$ cat config.mk
export PLATFORM = sky130hd
export DESIGN_NAME = cfg_window
export DESIGN_NICKNAME = d
export VERILOG_FILES = /design/src/rtl/cfgw_pkg.sv /design/src/rtl/cfgw_addr_reg.sv /design/src/rtl/cfgw_seq.sv /design/src/rtl/cfg_window.sv
export SDC_FILE = /design/constraint.sdc
export NUM_CORES = 1
export LEC_CHECK = 0
export BUFFER_PORTS_ARGS = -buffer_cell sky130_fd_sc_hd__buf_2
export CAP_MARGIN = 25
export CORE_MARGIN = 10
export CORE_UTILIZATION = 45
export CTS_BUF_LIST = sky130_fd_sc_hd__clkbuf_4
export DETAILED_ROUTE_END_ITERATION = 6
export GPL_TIMING_DRIVEN = 0
export PLACE_DENSITY = 0.81
export SLEW_MARGIN = 20
export SYNTH_ARGS = -nofsm -noshare
export SYNTH_HDL_FRONTEND = slang
export SYNTH_SLANG_ARGS = --single-unit
$ cat constraint.sdc
create_clock -name clk -period 1.86 [get_ports clk]
set_clock_uncertainty 0.1 [all_clocks]
set_input_delay 0.372 -clock clk [delete_from_list [all_inputs] [get_ports clk]]
set_output_delay 0.372 -clock clk [all_outputs]
set_load 0.1 [all_outputs]
$ cat src/rtl/cfgw_pkg.sv
package cfgw_pkg;
    localparam int DATA_W  = 32;
    localparam int BE_W    = DATA_W / 8;
    localparam int BUS_W   = 8;
    localparam int DEV_W   = 5;
    localparam int FN_W    = 3;
    localparam int REG_W   = 6;
    localparam int EN_POS  = 31;
    localparam int REG_LSB = 2;
    localparam int FN_LSB  = REG_LSB + REG_W;
    localparam int DEV_LSB = FN_LSB + FN_W;
    localparam int BUS_LSB = DEV_LSB + DEV_W;
    localparam logic [DATA_W-1:0] ADDR_KEEP =
        (DATA_W'(1) << EN_POS) | ((DATA_W'(1) << (BUS_LSB + BUS_W)) - (DATA_W'(1) << REG_LSB));

    typedef enum logic [1:0] {
        ST_IDLE,
        ST_REQ,
        ST_WAIT,
        ST_ACK
    } seq_state_e;
endpackage

$ cat src/rtl/cfgw_addr_reg.sv
module cfgw_addr_reg
    import cfgw_pkg::*;
(
    input  logic              clk,
    input  logic              rst_n,
    input  logic              wr_en,
    input  logic [BE_W-1:0]   wbe,
    input  logic [DATA_W-1:0] wdata,
    output logic [DATA_W-1:0] value,
    output logic              en,
    output logic [BUS_W-1:0]  bus,
    output logic [DEV_W-1:0]  dev,
    output logic [FN_W-1:0]   fn,
    output logic [REG_W-1:0]  regi
);
    logic [DATA_W-1:0] q;

    always_ff @(posedge clk or negedge rst_n) begin
        if (!rst_n) begin
            q <= '0;
        end else if (wr_en) begin
            for (int i = 0; i < BE_W; i++) begin
                if (wbe[i]) q[8*i +: 8] <= wdata[8*i +: 8] & ADDR_KEEP[8*i +: 8];
            end
        end
    end

    assign value = q;
    assign en    = q[EN_POS];
    assign bus   = q[BUS_LSB +: BUS_W];
    assign dev   = q[DEV_LSB +: DEV_W];
    assign fn    = q[FN_LSB +: FN_W];
    assign regi  = q[REG_LSB +: REG_W];

    // contents change only on a register write
    a_r3_hold: assert property (@(posedge clk) disable iff (!rst_n)
        !wr_en |=> $stable(value));
endmodule

$ cat src/rtl/cfgw_seq.sv
module cfgw_seq
    import cfgw_pkg::*;
(
    input  logic              clk,
    input  logic              rst_n,
    input  logic              s_sel,
    input  logic              s_write,
    input  logic              hit_addr,
    input  logic              hit_data,
    input  logic [DATA_W-1:0] s_wdata,
    input  logic [BE_W-1:0]   s_be,
    input  logic              en,
    input  logic [DATA_W-1:0] ar_value,
    input  logic              rsp_valid,
    input  logic [DATA_W-1:0] rsp_rdata,
    output logic              ar_wr,
    output logic              s_ready,
    output logic [DATA_W-1:0] s_rdata,
    output logic              req_valid,
    output logic              req_write,
    output logic [DATA_W-1:0] req_wdata,
    output logic [BE_W-1:0]   req_be
);
    seq_state_e state, state_nx;
    logic       accept;
    logic [DATA_W-1:0] rdata_q;

    assign accept = (state == ST_IDLE) && s_sel;
    assign ar_wr  = accept && s_write && hit_addr;

    always_ff @(posedge clk or negedge rst_n) begin
        if (!rst_n) state <= ST_IDLE;
        else        state <= state_nx;
    end

    always_comb begin
        state_nx = state;
        unique case (state)
            ST_IDLE: if (s_sel) state_nx = (hit_data && en) ? ST_REQ : ST_ACK;
            ST_REQ:  state_nx = rsp_valid ? ST_ACK : ST_WAIT;
            ST_WAIT: if (rsp_valid) state_nx = ST_ACK;
            ST_ACK:  state_nx = ST_IDLE;
            default: state_nx = ST_IDLE;
        endcase
    end

    always_ff @(posedge clk or negedge rst_n) begin
        if (!rst_n) begin
            rdata_q   <= '0;
            req_write <= 1'b0;
            req_wdata <= '0;
            req_be    <= '0;
        end else if (accept) begin
            req_write <= s_write;
            req_wdata <= s_wdata;
            req_be    <= s_be;
            if (hit_addr)      rdata_q <= ar_value;
            else if (hit_data) rdata_q <= '1;
            else               rdata_q <= '0;
        end else if ((state == ST_REQ || state == ST_WAIT) && rsp_valid) begin
            rdata_q <= req_write ? '0 : rsp_rdata;
        end
    end

    assign s_ready   = (state == ST_ACK);
    assign req_valid = (state == ST_REQ);
    assign s_rdata   = rdata_q;

    // one request cycle per access
    a_r4_single_req: assert property (@(posedge clk) disable iff (!rst_n)
        req_valid |=> !req_valid);
    // a request is only issued with the enable flag set
    a_r5_req_needs_en: assert property (@(posedge clk) disable iff (!rst_n)
        req_valid |-> en);
    // completion follows the response by one cycle
    a_r6_ack_after_rsp: assert property (@(posedge clk) disable iff (!rst_n)
        ((state == ST_REQ || state == ST_WAIT) && rsp_valid) |=> s_ready);
    // no completion while the response is outstanding
    a_r6_stall: assert property (@(posedge clk) disable iff (!rst_n)
        (state == ST_WAIT && !rsp_valid) |=> !s_ready);
    // ready is a single-cycle pulse
    a_r9_ready_pulse: assert property (@(posedge clk) disable iff (!rst_n)
        s_ready |=> !s_ready);
endmodule

$ cat src/rtl/cfg_window.sv
module cfg_window
    import cfgw_pkg::*;
#(
    parameter int ADDR_W        = 8,
    parameter int ADDR_REG_OFS  = 'h28,
    parameter int DATA_PORT_OFS = 'h2C
) (
    input  logic              clk,
    input  logic              rst_n,
    input  logic              s_sel,
    input  logic              s_write,
    input  logic [ADDR_W-1:0] s_addr,
    input  logic [31:0]       s_wdata,
    input  logic [3:0]        s_be,
    output logic [31:0]       s_rdata,
    output logic              s_ready,
    output logic              req_valid,
    output logic              req_write,
    output logic [7:0]        req_bus,
    output logic [4:0]        req_dev,
    output logic [2:0]        req_fn,
    output logic [5:0]        req_reg,
    output logic [3:0]        req_be,
    output logic [31:0]       req_wdata,
    input  logic              rsp_valid,
    input  logic [31:0]       rsp_rdata
);
    localparam logic [ADDR_W-1:0] AR_OFS = ADDR_W'(ADDR_REG_OFS);
    localparam logic [ADDR_W-1:0] DP_OFS = ADDR_W'(DATA_PORT_OFS);

    logic              hit_addr, hit_data, ar_wr, en;
    logic [DATA_W-1:0] ar_value;

    assign hit_addr = (s_addr == AR_OFS);
    assign hit_data = (s_addr[ADDR_W-1:2] == DP_OFS[ADDR_W-1:2]);

    cfgw_addr_reg u_areg (
        .clk   (clk),
        .rst_n (rst_n),
        .wr_en (ar_wr),
        .wbe   (s_be),
        .wdata (s_wdata),
        .value (ar_value),
        .en    (en),
        .bus   (req_bus),
        .dev   (req_dev),
        .fn    (req_fn),
        .regi  (req_reg)
    );

    cfgw_seq u_seq (
        .clk       (clk),
        .rst_n     (rst_n),
        .s_sel     (s_sel),
        .s_write   (s_write),
        .hit_addr  (hit_addr),
        .hit_data  (hit_data),
        .s_wdata   (s_wdata),
        .s_be      (s_be),
        .en        (en),
        .ar_value  (ar_value),
        .rsp_valid (rsp_valid),
        .rsp_rdata (rsp_rdata),
        .ar_wr     (ar_wr),
        .s_ready   (s_ready),
        .s_rdata   (s_rdata),
        .req_valid (req_valid),
        .req_write (req_write),
        .req_wdata (req_wdata),
        .req_be    (req_be)
    );
endmodule

* Word level (Yosys, flattened, before mapping)
Index checks and enable logic that the tools add are counted.
** Storage, ports and cells
- Flip-flop bits (word level) :: 94
- Logic and storage cells :: 39
** Cells by class
- Equal/unequal tests :: 7
- Multiplexer cells :: 10
- Reductions and logical operators :: 13
** Operators with widths (count)
- $mux W32 :: 5
- $reduce_and A2 Y1 :: 5
- $eq A8 B6 Y1 const B :: 1
- $pmux W2 S4 :: 1
- $eq A6 B4 Y1 const B :: 1
- $mux W2 :: 3
- $logic_and A1 B1 Y1 :: 5
- $eq A2 B2 Y1 const B :: 2
- $ne A2 B2 Y1 const B :: 2
- $eq A2 B1 Y1 const B :: 1
- $logic_not A2 Y1 :: 1
- $reduce_bool A2 Y1 :: 1
- $logic_or A1 B1 Y1 :: 1
- $mux W1 :: 1

* Longest topological paths before layout
- Word-level depth :: 5
- Gate-level depth with buffers :: 8
- Gate-level depth less buffers :: 5

* Cells and area by module
From an unflattened synthesis, not the netlist that was laid out.
** Unflattened totals
- Cells, all modules :: 484
- Area total of the unflattened synthesis :: 4647.0 um^2
** Modules (own cells, without submodules)
- cfgw_seq :: times used 1, cells an instance 396, area each 3509.6 um^2, sequential area each 1776.7 um^2
- cfgw_addr_reg :: times used 1, cells an instance 83, area each 1098.6 um^2, sequential area each 575.6 um^2
- cfg_window :: times used 1, cells an instance 5, area each 38.8 um^2, sequential area each 0.0 um^2

* Least setup slack after synthesis
OpenSTA, ideal clock, no wires.
- Kind :: register to register
- Start point :: register u_seq.state[1]
- End point :: register u_seq.state[0]
- Data arrival time :: 1.775 ns
- Slack :: -0.080 ns
- Stages on the path, launching flop included :: 6
- Path buffers :: 0
- Period minus slack after synthesis :: 1.940 ns
- Path through :: dfrtp_1 -> inv_1 -> ha_1 -> nand2_1 -> a41oi_1 -> o22a_1
** Between the ends
- Elaborated cells between the ends (all ways) :: 8
** RTL lines
- from (decl) :: RTL line cfgw_seq.sv:24 : seq_state_e state, state_nx;
- from (signal assigned) :: RTL line cfgw_seq.sv:33 : else state <= state_nx;
- $eq A2 B1 Y1
- net req_valid :: RTL line cfg_window.sv:17 : output logic req_valid,
- $pmux W2 S4 :: RTL line cfgw_seq.sv:38 : unique case (state)
The timed path passes the listed nets, and every way through them passes these cells.
A chain may end at the register's enable or synchronous reset.

* Worst setup path in the final report
- Start point :: register u_seq.state[1]
- End point :: register u_areg.q[8], in the netlist u_areg.value[8]
** Between the ends
- Longest elaborated chain between the ends :: 5
** RTL lines
- $logic_not A2 Y1 :: RTL line cfgw_seq.sv:28 : assign accept = (state == ST_IDLE) && s_sel;
- $logic_and A1 B1 Y1 :: RTL line cfgw_seq.sv:28
- $logic_and A1 B1 Y1 (2 in series) :: RTL line cfgw_seq.sv:29 : assign ar_wr = accept && s_write && hit_addr;
- $reduce_and A2 Y1 (no source line)
- to (signal, indexed assignment) :: RTL line cfgw_addr_reg.sv:23 : if (wbe[i]) q[8*i +: 8] <= wdata[8*i +: 8] & ADDR_KEEP[8*i +: 8];
- to (decl) :: RTL line cfgw_addr_reg.sv:16 : logic [DATA_W-1:0] q;
Every way passes these cells.

==> impl_metrics.toml <==
[synthesis]
synth_edf_count = 0
ys_seq_elements = 94
synth_cells = 425
ys_seq_area_share_pct = 53.8
yosys.area.top_type = "dfrtp_1"
syn-num-nets = 511
synth_cell_types = 30
synth_ff_type = "dfrtp_1"
ys_top_cells_by_area = "dfrtp_1 (54%), nand2_1 (9.5%), mux2_2 (5.9%), and4b_1 (5.0%), o31ai_1 (4.0%)"
syn_avg_cell_area_um2 = 10.3
synth_commonest_cells = "nand2_1 (111), dfrtp_1 (94), clkbuf_1 (29)"
netlist.area_leader.share_pct = 53.8
synthArstFlopShare_pct = 100
yosysMostFrequentCell = "nand2_1"
synthesis.area_mm2 = 0.00437
synth_warnings = 0

[timing]
setup_ws_ns = -0.0513
rsz0062_at_grt = "true"
hold_violations = 0
drv_slew = 0
period_needed_ns = 1.91
fin_crit_sh_pct = 103
fmax_ghz = 0.523
finalSetupViolations = 16
tightest_slew_ns = 0.581
slew-limit-headroom_pct = 61.1

[placement]
hpwl_um = 10900
dpl-instance-area_mm2 = 0.00542
place_congestion = 0.826
io_buffers = 170

[floorplanning]
die-area_mm2 = 0.0141
core_area_mm2 = 0.00933
ios = 174
die_y_um = 119
num_rows = 35
start_util_pct = 46.8
die_w_um = 119

[status]
violations = "setup timing"
status = "finished with violations"

[route]
vias = 4087
dr.pass1.iters = 6
viasPerCell = 5.39
wl_per_cell_um = 19.6
drt_wl_total_um = 14800
drtAntennaViolNets = 0
drc = 0
drtIter0Drc = 306

[critical_path]
crit_slowest_cell = "dfrtp_1"
cp_cell_sequence = "inv_2 -> ha_4 -> buf_6 -> and3_4 -> nand4_4 -> mux2_4"
cp_top_family = "flip-flops"
crit_arrival_ns = 2.14
cp-end-kind = "register"
crit_buf_inv = 2
startpoint_type = "register"
required_ns = 2.09
worst-setup-path-type = "register to register"
slowest_delay_ns = 0.46
crit_fanout = 8

[grt]
grt-busiest-layer = "met2"
grt_use_met1_pct = 23.6
grt_max_degree = 49
grt_pass1_wl_um = 23200
met2_usage_pct = 34.2
grt_usage_pct = 20.1
first_global_vias = 4339
grt-ovfl-total = 0
grt_use_met3_pct = 5.14
antenna_found_initial = 1

[final_layout]
stdcell_area_mm2 = 0.00589
fillerInstances = 796
area_growth_pct = 34.8
seqCellArea_mm2 = 0.00235
nets = 710
multi_input_area_mm2 = 0.00196
drive_above_1_share_pct = 41.7

[clock_tree]
clk_pin_slew_worst_paths_ns = 0.16
clkSinkCount = 94
root_buffer = "clkbuf_4"
htreeDepth = 3
clk_latency_ns = 0.43
cts_tree = "done"
clock_path_buffers = 2
cts_buffers = 9

[hold_path]
hold_path.class = "input pin to register"

[flow_run]
drv_cap = 0
==> cells in the final DEF (no fill, tap or decap), types with 2 or more instances in the layout <==
cell type      synthesis  routed
nor2_1                 5       5
o21ai_1                0      10
buf_2                  4     169
and3_4                 0       2
inv_2                  0       2
buf_12                 0       2
a21oi_1               24      23
nand4_1                3       3
buf_4                  0       9
nand2_1              111     110
clkbuf_2               0      12
ha_4                   0       3
a21o_1                 4       4
and2_1                 4       3
dfrtp_1               94      92
dfrtp_2                0       2
ha_1                   5       2
mux2_2                23      22
nand2b_1               2       2
clkbuf_1              29      12
a21boi_0              22      22
nand4_4                0       2
a31oi_1                2       2
clkbuf_4               0      14
and4b_1               22      22
o21ai_0               22      11
nor4b_4                2       2
buf_6                  1       6
a32oi_1                8       8
dlygate4sd3_1          0       6
clkinvlp_4             0       3
o31ai_1               23      23
==> final timing paths <==
path                                        to                 from  cells after the start  slack (ns)
min in group asynchronous   u_seq.req_wdata[9]                rst_n                      2        0.31
max                            u_areg.value[8]       u_seq.state[1]                      6       -0.05
max in group asynchronous       u_seq.state[0]                rst_n                      3        0.74
min                        u_seq.req_wdata[24]          s_wdata[24]                      3        0.02
min reg2reg                u_seq.req_wdata[21]  u_seq.req_wdata[21]                      2        0.39
max reg2reg                    u_areg.value[8]       u_seq.state[1]                      6       -0.05
==> per-layer routing <==
| layer | part of all wire (%) | routed length, um |
|---|---|---|
| met5 | 0 | 0 |
| met4 | 2.4 | 363 |
| met3 | 6.8 | 1010 |
| met2 | 50 | 7420 |
| met1 | 41 | 6020 |
==> worst min-delay path, stage by stage <==
cell and delay (ns):
buf_2 0.08, nand2_1 0.04, nand2_1 0.05
==> layout make-up <==
class	count	share of cell area, %
Clock buffer	9	1.15
Buffer	33	3.04
Inverter	2	0.127
Multi-Input combinational cell	294	33.3
Tap cell	129	2.74
Antenna cell	1	0.0425
Sequential cell	94	40.0
Clock inverter	6	1.23
Timing Repair Buffer	190	18.4
==> per-stage QoR <==
step	util, %	cells	setup TNS (ns)	hold WS [ns]	worst slack, ns
after detailed placement	58.1	725	-24.94	0.233	-0.424
after global routing	63.2	758	-0.884	0.00608	-0.0781
after CTS	62.4	753	0	0.00315	0.0150
final	63.2	758	-0.265	0.0221	-0.0513
after floorplan	-	425	0	-0.0236	0.0530
after global placement	57.7	724	-70.99	0.352	-0.709
==> flip-flops by register name, indices dropped and copies added, names as in the netlist <==
signal and flops:
u_seq.req_wdata 32, u_areg.value 23, u_seq.req_be 4, u_seq.req_write 1, u_seq.state 2, u_seq.s_rdata 32
==> cell families (layout without fill, tap and decap cells) <==
group | after synthesis | after routing | share of synthesized area (%)
buffers and inverters | 37 | 240 | 3.46
AO/OA/AOI/OAI | 110 | 110 | 16.6
multiplexers | 24 | 24 | 6.16
other | 0 | 1 | 0
AND/OR/NAND/NOR | 155 | 155 | 18.5
flip-flops | 94 | 94 | 53.8
adder cells (fa/ha/maj) | 5 | 5 | 1.43
==> repair_timing <==
action,CTS,global route
hold buffers,6,0
hold endpoints to repair,52,0
resized for setup,53,18
endpoints found under the setup margin,93,66
buffers inserted,7,5
gates cloned,1,0
pin swaps,1,3
Power is left out: the tool's default activity adds up to more than one toggle a clock period on the data nets, which glitch-free logic cannot reach.
